===== src/rtl/grp_arb_pkg.sv =====
package grp_arb_pkg;
  localparam int LVL_N = 4;
  localparam int LVL_W = 2;

  // level is index bits 3:2, repeating every 16 channels
  function automatic logic [LVL_W-1:0] lvl_of(input int unsigned ch);
    logic [31:0] c;
    c = ch;
    return c[3:2];
  endfunction
endpackage


===== src/rtl/rr_lvl_pick.sv =====
module rr_lvl_pick #(
  parameter int NUM_CH = 32,
  parameter int IDX_W  = $clog2(NUM_CH)
) (
  input  logic              clk_i,
  input  logic              rst_ni,
  input  logic [NUM_CH-1:0] req_i,
  input  logic              adv_i,
  output logic              hit_o,
  output logic [IDX_W-1:0]  idx_o
);
  logic [IDX_W-1:0] ptr_q;
  logic             hi_hit, lo_hit;
  logic [IDX_W-1:0] hi_idx, lo_idx;

  always_comb begin
    hi_hit = 1'b0;
    lo_hit = 1'b0;
    hi_idx = '0;
    lo_idx = '0;
    for (int j = NUM_CH - 1; j >= 0; j--) begin
      if (req_i[j]) begin
        lo_hit = 1'b1;
        lo_idx = IDX_W'(j);
        if (j > int'(ptr_q)) begin
          hi_hit = 1'b1;
          hi_idx = IDX_W'(j);
        end
      end
    end
  end

  assign hit_o = lo_hit;
  assign idx_o = hi_hit ? hi_idx : lo_idx;

  always_ff @(posedge clk_i or negedge rst_ni) begin
    if (!rst_ni)    ptr_q <= IDX_W'(NUM_CH - 1);
    else if (adv_i) ptr_q <= idx_o;
  end
endmodule


===== src/rtl/lvl_pri_sel.sv =====
module lvl_pri_sel
  import grp_arb_pkg::*;
#(
  parameter int IDX_W = 5
) (
  input  logic [LVL_N-1:0]            hit_i,
  input  logic [LVL_N-1:0][IDX_W-1:0] idx_i,
  output logic                        any_o,
  output logic [LVL_W-1:0]            lvl_o,
  output logic [IDX_W-1:0]            idx_o
);
  always_comb begin
    lvl_o = '0;
    idx_o = '0;
    for (int l = LVL_N - 1; l >= 0; l--) begin
      if (hit_i[l]) begin
        lvl_o = LVL_W'(l);
        idx_o = idx_i[l];
      end
    end
  end
  assign any_o = |hit_i;
endmodule


===== src/rtl/grp_prio_arb.sv =====
module grp_prio_arb
  import grp_arb_pkg::*;
#(
  parameter int NUM_CH = 32,
  localparam int IDX_W = $clog2(NUM_CH)
) (
  input  logic              clk_i,
  input  logic              rst_ni,
  input  logic [NUM_CH-1:0] req_i,
  input  logic              done_i,
  output logic [NUM_CH-1:0] gnt_o,
  output logic [IDX_W-1:0]  gnt_idx_o,
  output logic              gnt_vld_o
);
  logic [LVL_N-1:0][NUM_CH-1:0] lvl_req;
  logic [LVL_N-1:0]             lvl_hit;
  logic [LVL_N-1:0][IDX_W-1:0]  lvl_idx;
  logic [LVL_N-1:0]             lvl_adv;
  logic                         any;
  logic [LVL_W-1:0]             win_lvl;
  logic [IDX_W-1:0]             win_idx;
  logic                         load;

  logic [NUM_CH-1:0] gnt_q;
  logic [IDX_W-1:0]  idx_q;
  logic              vld_q;

  for (genvar l = 0; l < LVL_N; l++) begin : g_lvl
    for (genvar i = 0; i < NUM_CH; i++) begin : g_ch
      assign lvl_req[l][i] = (lvl_of(i) == LVL_W'(l)) ? req_i[i] : 1'b0;
    end
    assign lvl_adv[l] = load && (win_lvl == LVL_W'(l));
    rr_lvl_pick #(.NUM_CH(NUM_CH), .IDX_W(IDX_W)) u_pick (
      .clk_i  (clk_i),
      .rst_ni (rst_ni),
      .req_i  (lvl_req[l]),
      .adv_i  (lvl_adv[l]),
      .hit_o  (lvl_hit[l]),
      .idx_o  (lvl_idx[l])
    );
  end

  lvl_pri_sel #(.IDX_W(IDX_W)) u_sel (
    .hit_i (lvl_hit),
    .idx_i (lvl_idx),
    .any_o (any),
    .lvl_o (win_lvl),
    .idx_o (win_idx)
  );

  assign load = !vld_q && any;

  always_ff @(posedge clk_i or negedge rst_ni) begin
    if (!rst_ni) begin
      gnt_q <= '0;
      idx_q <= '0;
      vld_q <= 1'b0;
    end else if (vld_q) begin
      if (done_i) begin
        gnt_q <= '0;
        vld_q <= 1'b0;
      end
    end else if (load) begin
      gnt_q <= NUM_CH'(1) << win_idx;
      idx_q <= win_idx;
      vld_q <= 1'b1;
    end
  end

  assign gnt_o     = gnt_q;
  assign gnt_idx_o = idx_q;
  assign gnt_vld_o = vld_q;
endmodule


===== config.mk =====
export PLATFORM = sky130hd
export DESIGN_NAME = grp_prio_arb
export DESIGN_NICKNAME = d
export VERILOG_FILES = /design/src/rtl/grp_arb_pkg.sv /design/src/rtl/rr_lvl_pick.sv /design/src/rtl/lvl_pri_sel.sv /design/src/rtl/grp_prio_arb.sv
export SDC_FILE = /design/constraint.sdc
export NUM_CORES = 1
export LEC_CHECK = 0
export BUFFER_PORTS_ARGS = -buffer_cell sky130_fd_sc_hd__buf_2
export CAP_MARGIN = 30
export CORE_ASPECT_RATIO = 0.6
export CORE_MARGIN = 5
export CORE_UTILIZATION = 35
export DETAILED_ROUTE_END_ITERATION = 10
export SYNTH_ARGS = -nofsm -noshare
export SYNTH_HDL_FRONTEND = slang
export SYNTH_SLANG_ARGS = --single-unit

===== constraint.sdc =====
create_clock -name clk_i -period 2.74 [get_ports clk_i]
set_clock_uncertainty 0.2 [all_clocks]
set_input_delay 0.822 -clock clk_i [delete_from_list [all_inputs] [get_ports clk_i]]
set_output_delay 0.822 -clock clk_i [all_outputs]
set_load 0.02 [all_outputs]

==> flow_summary.yaml, run 1 <==
run_status:
  status: "finished, violations left"
  violations: "setup timing"
floorplan:
  core_area_mm2: 0.00970
  num_io_pins: 73
  start_util_pct: 35.3
  fp.dieArea_mm2: 0.0119
  fp.dieH_um: 86.7
  rows: 28
  die_x_um: 138
global_routing:
  grt_antenna_before_repair: 0
  grt.overflow.total: 0
  grt_pass1_wl_um: 17300
  aggregate_global_route_resource_usage_pct: 17.7
  first_global_vias: 3434
  grt_max_degree: 57
worst_setup_path:
  critical_path.endpoint_type: "flip-flop"
  crit_path_cell_trace: "buf_6, or4_4, o211ai_1, a311oi_2, o31ai_2, and3_4, a32o_1"
  timing.critical_path.required_ns: 2.77
  cp-start-kind: "input pin"
  max_stage_delay_ns: 0.56
  cp.buffers_inverters: 1
  timing.critical_path.fanout_max: 5
  timing.critical_path.arrival_ns: 2.87
  crit_type: "input pin to flip-flop"
  timing.critical_path.max_delay_family: "compound AO/OA/AOI/OAI gates"
  cell_at_the_slowest_stage_of_the_critical_path: "sky130_fd_sc_hd__or4_4"
clock_tree:
  worst_skew_pair.late_latency_ns: 0.29
  clkTransAtPathRegs_ns: 0.07
  cts_max_level: 2
  cts-root-to-sink-buffers: 2
  cts_tree: "yes"
  total_clock_buffers_created_by_cts: 5
  cts.root.buffer_cell: "sky130_fd_sc_hd__clkbuf_16"
  numClockSinks: 56
route:
  detail_route.iter0.violations: 280
  wirelength_met1_um: 5240
  routed-via-count: 3651
  totalWireLength_um: 10700
  remaining_drc_errors: 0
  drt-vias-per-instance: 5.41
  dr_wl_met3_um: 506
  drt-pass1-iter-count: 5
  ant_nets: 0
  routedWlPerCell_um: 15.8
  highest_layer: "met4"
  route.met2.wl_um: 4900
min_path:
  min-delay-path-class: "flip-flop to flip-flop"
logic_synthesis:
  cells_after_synth: 381
  yosysMostFrequentCell: "sky130_fd_sc_hd__nand2_1"
  synth_warnings: 0
  ys_types: 70
  synthesis.area_per_instance_um2: 8.99
  synth_top_cell_by_area: "sky130_fd_sc_hd__dfrtp_1"
  postSynth.topFlopCell: "sky130_fd_sc_hd__dfrtp_1"
  netlist_top_cells_count: "40 x sky130_fd_sc_hd__nand2_1, 38 x sky130_fd_sc_hd__dfrtp_1, 34 x sky130_fd_sc_hd__nor2_1, 34 x sky130_fd_sc_hd__o21ai_0, 20 x sky130_fd_sc_hd__a21oi_1"
  synth.cell_area_mm2: 0.00343
  yosys.area.top_type_share_pct: 27.7
  yosys_register_bits: 56
  async_reset_ff_share_pct: 100
  netlist_top_cells_area: "sky130_fd_sc_hd__dfrtp_1 28%, sky130_fd_sc_hd__dfstp_2 14%, sky130_fd_sc_hd__o21ai_0 5.0%, sky130_fd_sc_hd__a32o_1 4.4%, sky130_fd_sc_hd__nand2_1 4.4%"
  number_of_enable_flip_flop_cells_after_synthesis: 0
  yosysSeqAreaShare_pct: 41.5
  syn-num-nets: 416
timing:
  slew_headroom_pct: 63.9
  hold-worst-slack_ns: 0.272
  final.period_utilization_pct: 104
  worst-slew-pin-transition_ns: 0.542
  final_max_slew_viol_count: 0
  setup_viol_count_final: 11
  hold_viol_final: 0
  fmax_mhz: 352
  time_the_worst_path_needs_with_i_o_delays_and_setup_ns: 2.84
  final.setup.worst_slack_ns: -0.100
  finalSetupTns_ns: -0.658
  unrepaired_setup_endpoints_after_global_routing: "true"
finish:
  n_antenna_cell: 0
  postLayoutCoreUtil_pct: 52.8
  area_growth_syn_to_layout_pct: 49.5
  n_fill_cell: 881
  design.final.nets: 574
  drive_above_1_share_pct: 47.0
  area_used_by_multi_input_combinational_logic_mm2: 0.00214
  storage_cell_area_mm2: 0.00142
power:
  power.total_w: 0.00333
  powerDensity_mw_per_mm2: 651
  worst_ir_drop_vdd_uv: 460
  leakage_nw: 2.31
place:
  final_estimated_routing_congestion_in_global_placement: 0.906
  numPortBuffers: 72
  dp.final_hpwl_um: 8130
  pre_cts_ws_ns: -0.481
job:
  drv_cap: 0
==> layout make-up <==
cell class | instances | area share [%]
multi-input combinational | 293 | 41.7
sequential | 56 | 27.8
timing repair buffer | 168 | 22.4
tap | 135 | 3.30
clock buffer | 6 | 2.51
clock inverter | 2 | 1.17
inverter | 15 | 1.12
==> layout by cell type (no fill, tap or decap), types with 5 or more instances in the layout <==
cell type / synthesis / final
sky130_fd_sc_hd__nor2b_1: 7 / 7
sky130_fd_sc_hd__inv_1: 14 / 14
sky130_fd_sc_hd__a32o_1: 15 / 15
sky130_fd_sc_hd__nand2_1: 40 / 34
sky130_fd_sc_hd__a22o_1: 9 / 9
sky130_fd_sc_hd__a31oi_1: 8 / 6
sky130_fd_sc_hd__nor2_1: 34 / 31
sky130_fd_sc_hd__dfstp_2: 18 / 18
sky130_fd_sc_hd__nand2b_1: 7 / 6
sky130_fd_sc_hd__nand2_2: 0 / 5
sky130_fd_sc_hd__a21boi_0: 6 / 5
sky130_fd_sc_hd__clkbuf_16: 0 / 5
sky130_fd_sc_hd__dfrtp_1: 38 / 38
sky130_fd_sc_hd__buf_6: 1 / 9
sky130_fd_sc_hd__nand3_1: 7 / 7
sky130_fd_sc_hd__buf_4: 3 / 88
sky130_fd_sc_hd__o21ai_0: 34 / 26
sky130_fd_sc_hd__buf_2: 8 / 69
sky130_fd_sc_hd__a21oi_1: 20 / 18
==> per-layer routing <==
layer	up-vias	global-route usage [%]
met5	-	0
met4	0	2.33
met3	6	2.78
met2	102	26.4
met1	1784	27.6
li1	1759	-
==> final timing paths <==
check                                         start                       end  slack, ns  cells after the start
max                                       req_i[12]                 gnt_o[30]      -0.10                      7
min                                       gnt_o[22]                 gnt_o[22]       0.27                      2
max reg2reg                g_lvl[2].u_pick.ptr_q[1]                 gnt_o[30]      -0.01                      9
min reg2reg                               gnt_o[22]                 gnt_o[22]       0.27                      2
max in group asynchronous                    rst_ni  g_lvl[1].u_pick.ptr_q[3]       1.71                      2
min in group asynchronous                    rst_ni                 gnt_o[14]       0.31                      2
==> power by group <==
part           total, W  switching (W)  internal [W]
clock          0.000814       0.000290      0.000524
sequential      0.00107       0.000113      0.000953
combinational   0.00145       0.000853      0.000601
total           0.00333        0.00126       0.00208
==> registers in the layout, summed over array words and instances, names as in the netlist <==
name and count:
gnt_o 32, g_lvl.u_pick.ptr_q 18, gnt_idx_o 5, gnt_vld_o 1
==> tightest hold or removal path, stage by stage (launching register included) <==
cell                      delay [ns]
sky130_fd_sc_hd__dfrtp_1        0.34
sky130_fd_sc_hd__nand2_1        0.06
sky130_fd_sc_hd__o21ai_2        0.05
==> stage by stage <==
step                instances  area (um2)
detailed placement        661        4610
finish                    675        5120
floorplan                 381        3510
global route              675        5120
CTS                       670        4920
global placement          661        4610
==> cells by family (layout without fill, tap and decap cells) <==
group,Yosys count,in the layout,share of synthesized area [%]
muxes,4,4,1.28
DFF,56,56,41.5
AOI/OAI and AO/OA,145,145,30.6
buffers and inverters,32,191,4.67
and+or+nand+nor,144,144,21.9
==> timing repair <==
action,4_1_cts,5_1_grt
endpoints found under the setup margin,34,36
pin swaps,7,23
setup buffers,2,5
hold buffers,0,0
resized for setup,27,41
(Power assumes the default switching activity.)
==> inputs of run 2 (changes only) <==
--- a/config.mk
+++ b/config.mk
@@ -11,6 +11,7 @@
 export CORE_MARGIN = 5
 export CORE_UTILIZATION = 35
 export DETAILED_ROUTE_END_ITERATION = 10
+export PLACE_DENSITY_LB_ADDON = 0.2
 export SYNTH_ARGS = -nofsm -noshare
 export SYNTH_HDL_FRONTEND = slang
 export SYNTH_SLANG_ARGS = --single-unit
==> flow_summary.yaml, run 2 (synthesized netlist as in run 1, its figures left out) <==
run_status:
  status: "finished, violations left"
  violations: "setup timing"
clock_tree:
  cts-root-to-sink-buffers: 2
  cts_tree: "yes"
  clkTransAtPathRegs_ns: 0.08
  worst_skew_pair.late_latency_ns: 0.29
  cts.root.buffer_cell: "sky130_fd_sc_hd__clkbuf_16"
  total_clock_buffers_created_by_cts: 5
  cts_hold_repair.buffers: 0
  numClockSinks: 56
  cts_max_level: 2
floorplan:
  rows: 28
  start_util_pct: 35.3
  num_io_pins: 73
  die_x_um: 138
  core_area_mm2: 0.00970
  fp.dieH_um: 86.7
  fp.dieArea_mm2: 0.0119
timing:
  fmax_mhz: 357
  hold_viol_final: 0
  worst-slew-pin-transition_ns: 0.547
  slew_headroom_pct: 63.5
  unrepaired_setup_endpoints_after_global_routing: "true"
  final.period_utilization_pct: 102
  hold-worst-slack_ns: 0.253
  finalSetupTns_ns: -1.09
  final.setup.worst_slack_ns: -0.0613
  time_the_worst_path_needs_with_i_o_delays_and_setup_ns: 2.80
  final_max_slew_viol_count: 0
  setup_viol_count_final: 31
route:
  drt-pass1-iter-count: 6
  routed-via-count: 3670
  detail_route.iter0.violations: 290
  remaining_drc_errors: 0
  routedWlPerCell_um: 16.8
  ant_nets: 0
  totalWireLength_um: 11300
  drt-vias-per-instance: 5.47
global_routing:
  grt_max_degree: 33
  aggregate_global_route_resource_usage_pct: 17.5
  grt_antenna_before_repair: 0
  grt.overflow.total: 0
  grt_pass1_wl_um: 17000
  first_global_vias: 3458
place:
  dp.final_hpwl_um: 8090
  placed_area_mm2: 0.00455
  pre_cts_ws_ns: -0.384
  final_estimated_routing_congestion_in_global_placement: 0.900
  numPortBuffers: 72
worst_setup_path:
  timing.rr.end: "gnt_o[3]"
  r2r_slack_ns: -0.05
  worst_reg2reg_path_length_in_cells: 9
  cp-endpoint: "gnt_o[5]"
  timing.critical_path.arrival_ns: 2.83
  crit_type: "input pin to flip-flop"
  critPathLaunch: "req_i[12]"
  timing.critical_path.fanout_max: 8
  critical_path.endpoint_type: "flip-flop"
  timing.critical_path.required_ns: 2.77
  cp-start-kind: "input pin"
  rr_startpoint: "g_lvl[2].u_pick.ptr_q[4]"
min_path:
  min-delay-path-class: "input pin to async pin"
finish:
  drive_above_1_share_pct: 46.6
  design.final.nets: 570
  max_reg_flops: 32
  n_antenna_cell: 0
  finish.instance_area_mm2: 0.00510
  mostFrequentLayoutCells: "82 x sky130_fd_sc_hd__buf_4, 69 x sky130_fd_sc_hd__buf_2, 38 x sky130_fd_sc_hd__dfrtp_1, 37 x sky130_fd_sc_hd__nand2_1, 31 x sky130_fd_sc_hd__o21ai_0"
  layout_commonest_cell: "sky130_fd_sc_hd__buf_4"
  area_growth_syn_to_layout_pct: 48.8
power:
  leakage_nw: 2.29
  powerDensity_mw_per_mm2: 645
  worst_ir_drop_vdd_uv: 355
job:
  drv_cap: 0
-- run 2: critical path, stage by stage --
cell	delay (ns)
sky130_fd_sc_hd__buf_6	0.09
sky130_fd_sc_hd__or4_4	0.57
sky130_fd_sc_hd__nor2b_4	0.20
sky130_fd_sc_hd__buf_6	0.12
sky130_fd_sc_hd__a31oi_4	0.10
sky130_fd_sc_hd__or2_4	0.31
sky130_fd_sc_hd__a21oi_4	0.25
sky130_fd_sc_hd__clkbuf_16	0.22
sky130_fd_sc_hd__a22o_1	0.14
-- run 2: power breakdown --
group / leakage (nW) / switching [W] / internal [W]
clock: 0.0742 / 0.000302 / 0.000343
combinational: 1.51 / 0.000920 / 0.000649
sequential: 0.702 / 0.000121 / 0.000953
-- run 2: layer usage --
metal | part of all wire, % | track usage, % | vias to the layer above
li1 | - | - | 1756
met1 | 51 | 27.3 | 1807
met2 | 44 | 25.7 | 95
met3 | 4.5 | 2.61 | 12
met4 | 0.64 | 3.23 | 0
met5 | 0 | 0 | -
-- run 2: how the worst min path moves through the flow --
| stage | start | to | slack (ns) | cells after the start |
|---|---|---|---|---|
| 4_1_cts | rst_ni | gnt_o[27] | 0.27 | 1 |
| 3_5_place_dp | gnt_o[23] | gnt_o[23] | 0.26 | 2 |
| 3_3_place_gp | gnt_o[11] | gnt_o[11] | 0.26 | 2 |
| 6_report | rst_ni | gnt_o[27] | 0.25 | 1 |
| 5_1_grt | rst_ni | gnt_idx_o[0] | 0.29 | 1 |
| 2_1_floorplan | g_lvl[0].u_pick.ptr_q[3] | g_lvl[0].u_pick.ptr_q[3] | 0.27 | 2 |
-- run 2: what timing repair did --
action                                  CTS  global route
pin swaps                                 3            12
gates cloned                              0             5
buffers inserted                          1             7
endpoints found under the setup margin   32            37
gates resized for setup                  27            40
-- run 2: stage by stage --
step | total power, W | std cells | util (%)
floorplan | 0.00183 | 381 | -
global placement | 0.00233 | 652 | 46.9
detailed placement | 0.00235 | 652 | 46.9
CTS | 0.00308 | 660 | 49.7
global route | 0.00346 | 671 | 52.6
finish | 0.00329 | 671 | 52.6
-- run 2: layout make-up --
cell class | instances | area, um2
fill | 899 | 4600
multi-input combinational | 294 | 2170
sequential | 56 | 1420
timing repair buffer | 163 | 1130
tap | 135 | 169
clock buffer | 5 | 125
inverter | 15 | 56.3
clock inverter | 3 | 22.5
==> inputs of run 3 (changes only) <==
--- a/config.mk
+++ b/config.mk
@@ -12,6 +12,7 @@
 export CORE_UTILIZATION = 35
 export DETAILED_ROUTE_END_ITERATION = 10
 export PLACE_DENSITY_LB_ADDON = 0.2
+export SKIP_LAST_GASP = 1
 export SYNTH_ARGS = -nofsm -noshare
 export SYNTH_HDL_FRONTEND = slang
 export SYNTH_SLANG_ARGS = --single-unit
==> constraint.sdc (replaced) <==
create_clock -name clk_i -period 2.36 [get_ports clk_i]
set_clock_uncertainty 0.2 [all_clocks]
set_input_delay 0.708 -clock clk_i [delete_from_list [all_inputs] [get_ports clk_i]]
set_output_delay 0.708 -clock clk_i [all_outputs]
set_load 0.02 [all_outputs]
==> flow_summary.yaml, run 3 (synthesized netlist as in run 1, its figures left out) <==
finish:
  n_fill_cell: 859
  layout_commonest_cell: "sky130_fd_sc_hd__buf_4"
  drive_above_1_share_pct: 53.5
  design.final.nets: 610
  finish.instance_area_mm2: 0.00555
  area_growth_syn_to_layout_pct: 62.0
  max_reg_flops: 32
  n_antenna_cell: 0
  mostFrequentLayoutCells: "113 x sky130_fd_sc_hd__buf_4, 66 x sky130_fd_sc_hd__buf_2, 38 x sky130_fd_sc_hd__dfrtp_1, 29 x sky130_fd_sc_hd__nand2_1, 28 x sky130_fd_sc_hd__nor2_1"
power:
  leakage_nw: 2.55
  powerDensity_mw_per_mm2: 753
  p_switching_w: 0.00167
  power_frac_clock_pct: 17.9
  p_sw_share_pct: 40.0
  power.total_w: 0.00418
  power_frac_comb_pct: 52.9
  worst_ir_drop_vdd_uv: 433
  p_int_w: 0.00251
  sequential_power_share_pct: 29.2
place:
  numPortBuffers: 72
  dp.final_hpwl_um: 8430
  final_estimated_routing_congestion_in_global_placement: 0.952
  placed_area_mm2: 0.00476
global_routing:
  grt_antenna_before_repair: 0
  grt_max_degree: 57
  first_global_vias: 3673
  grt_pass1_wl_um: 19000
  grt.overflow.total: 0
  aggregate_global_route_resource_usage_pct: 19.9
worst_setup_path:
  critical_path.endpoint_type: "flip-flop"
  timing.critical_path.fanout_max: 9
  crit_type: "flip-flop to flip-flop"
  cp-start-kind: "flip-flop"
  timing.critical_path.required_ns: 2.35
  timing.critical_path.arrival_ns: 2.74
clock_tree:
  clkTransAtPathRegs_ns: 0.07
  cts.root.buffer_cell: "sky130_fd_sc_hd__clkbuf_16"
  total_clock_buffers_created_by_cts: 5
  cts_max_level: 2
  worst_skew_pair.late_latency_ns: 0.30
  numClockSinks: 56
  cts_tree: "yes"
  cts-root-to-sink-buffers: 2
floorplan:
  core_area_mm2: 0.00970
  start_util_pct: 35.3
  fp.dieArea_mm2: 0.0119
  die_x_um: 138
  rows: 28
  num_io_pins: 73
  fp.dieH_um: 86.7
timing:
  hold_viol_final: 0
  slew_headroom_pct: 68.2
  setup_viol_count_final: 37
  worst-slew-pin-transition_ns: 0.474
  fmax_mhz: 364
  time_the_worst_path_needs_with_i_o_delays_and_setup_ns: 2.75
  unrepaired_setup_endpoints_after_global_routing: "true"
  final.period_utilization_pct: 117
  final_max_slew_viol_count: 0
  final.setup.worst_slack_ns: -0.391
route:
  detail_route.iter0.violations: 294
  drt-vias-per-instance: 5.43
  ant_nets: 0
  routedWlPerCell_um: 17.1
  drt-pass1-iter-count: 5
  remaining_drc_errors: 0
  totalWireLength_um: 12200
  routed-via-count: 3864
job:
  drv_cap: 0
run_status:
  status: "finished, violations left"
  violations: "setup timing"
min_path:
  min-delay-path-class: "input pin to async pin"
[run 3: changes by cell type in the layout (fill, tap and decap cells not counted), moves of 6 or more]
| cell | previous run | this run |
|---|---|---|
| sky130_fd_sc_hd__buf_4 | 82 | 113 |
| sky130_fd_sc_hd__buf_6 | 9 | 18 |
| sky130_fd_sc_hd__nand2_1 | 37 | 29 |
| sky130_fd_sc_hd__nand2_2 | 1 | 7 |
| sky130_fd_sc_hd__o21ai_0 | 31 | 22 |
| sky130_fd_sc_hd__o21ai_2 | 2 | 10 |
[run 3: worst paths after layout]
check | from | end | slack, ns | cells after the start
max in group asynchronous | rst_ni | g_lvl[0].u_pick.ptr_q[0] | 1.46 | 2
min in group clk_i | gnt_o[7] | gnt_o[7] | 0.27 | 2
hold / removal | rst_ni | gnt_o[10] | 0.19 | 2
setup / recovery | g_lvl[2].u_pick.ptr_q[3] | gnt_o[24] | -0.39 | 12
setup reg to reg | g_lvl[2].u_pick.ptr_q[3] | gnt_o[24] | -0.39 | 12
hold reg to reg | gnt_o[7] | gnt_o[7] | 0.27 | 2
[run 3: per-stage QoR]
step / util, % / std cells / worst slack, ns / TNS (ns) / hold WS [ns]
5_1_grt: 57.2 / 711 / -0.459 / -14.75 / 0.213
4_1_cts: 54.5 / 700 / -0.319 / -9.22 / 0.216
3_3_place_gp: 49.0 / 676 / -0.686 / -22.97 / 0.264
3_5_place_dp: 49.0 / 676 / -0.681 / -23.61 / 0.266
6_report: 57.2 / 711 / -0.391 / -11.79 / 0.192
2_1_floorplan: - / 381 / -0.308 / -9.34 / 0.212
[run 3: critical path: stages, from the launching register on]
cell and delay (ns):
sky130_fd_sc_hd__dfstp_2 0.61, sky130_fd_sc_hd__buf_6 0.12, sky130_fd_sc_hd__o311ai_4 0.09, sky130_fd_sc_hd__buf_4 0.15, sky130_fd_sc_hd__a22oi_2 0.24, sky130_fd_sc_hd__buf_4 0.18, sky130_fd_sc_hd__nand2_1 0.06, sky130_fd_sc_hd__o21ai_2 0.13
sky130_fd_sc_hd__o21bai_1 0.13, sky130_fd_sc_hd__a221o_2 0.25, sky130_fd_sc_hd__clkinv_2 0.09, sky130_fd_sc_hd__buf_12 0.15, sky130_fd_sc_hd__a32o_1 0.24
[run 3: timing repair]
item | CTS | global route
cloned | 1 | 1
endpoints found under the hold margin | 0 | 0
pin swaps | 41 | 25
endpoints found under the setup margin | 38 | 49
buffers inserted | 16 | 12
hold buffers | 0 | 0
resized for setup | 65 | 46
[run 3: metal layers]
layer | track usage (%) | share of wire [%] | up-vias
met5 | 0 | 0 | -
met2 | 30.7 | 45 | 121
li1 | - | - | 1837
met3 | 3.60 | 5.3 | 16
met1 | 29.7 | 49 | 1890
met4 | 3.05 | 1.2 | 0
[run 3: power by group through the flow]
stage               sequential (W)  combinational, W  clock, W
finish                     0.00122           0.00221  0.000749
CTS                        0.00121           0.00200  0.000760
floorplan                  0.00131          0.000847         0
global placement           0.00123           0.00167         0
global route               0.00124           0.00235  0.000802
detailed placement         0.00123           0.00169         0
[run 3: area by class of cell]
type	instances	area, um2	area share [%]
Timing Repair Buffer	204	1520	27.4
Clock buffer	6	129	2.32
Sequential cell	56	1420	25.6
Inverter	15	57.6	1.04
Tap cell	135	169	3.04
Multi-Input combinational cell	293	2240	40.3
Clock inverter	2	16.3	0.293
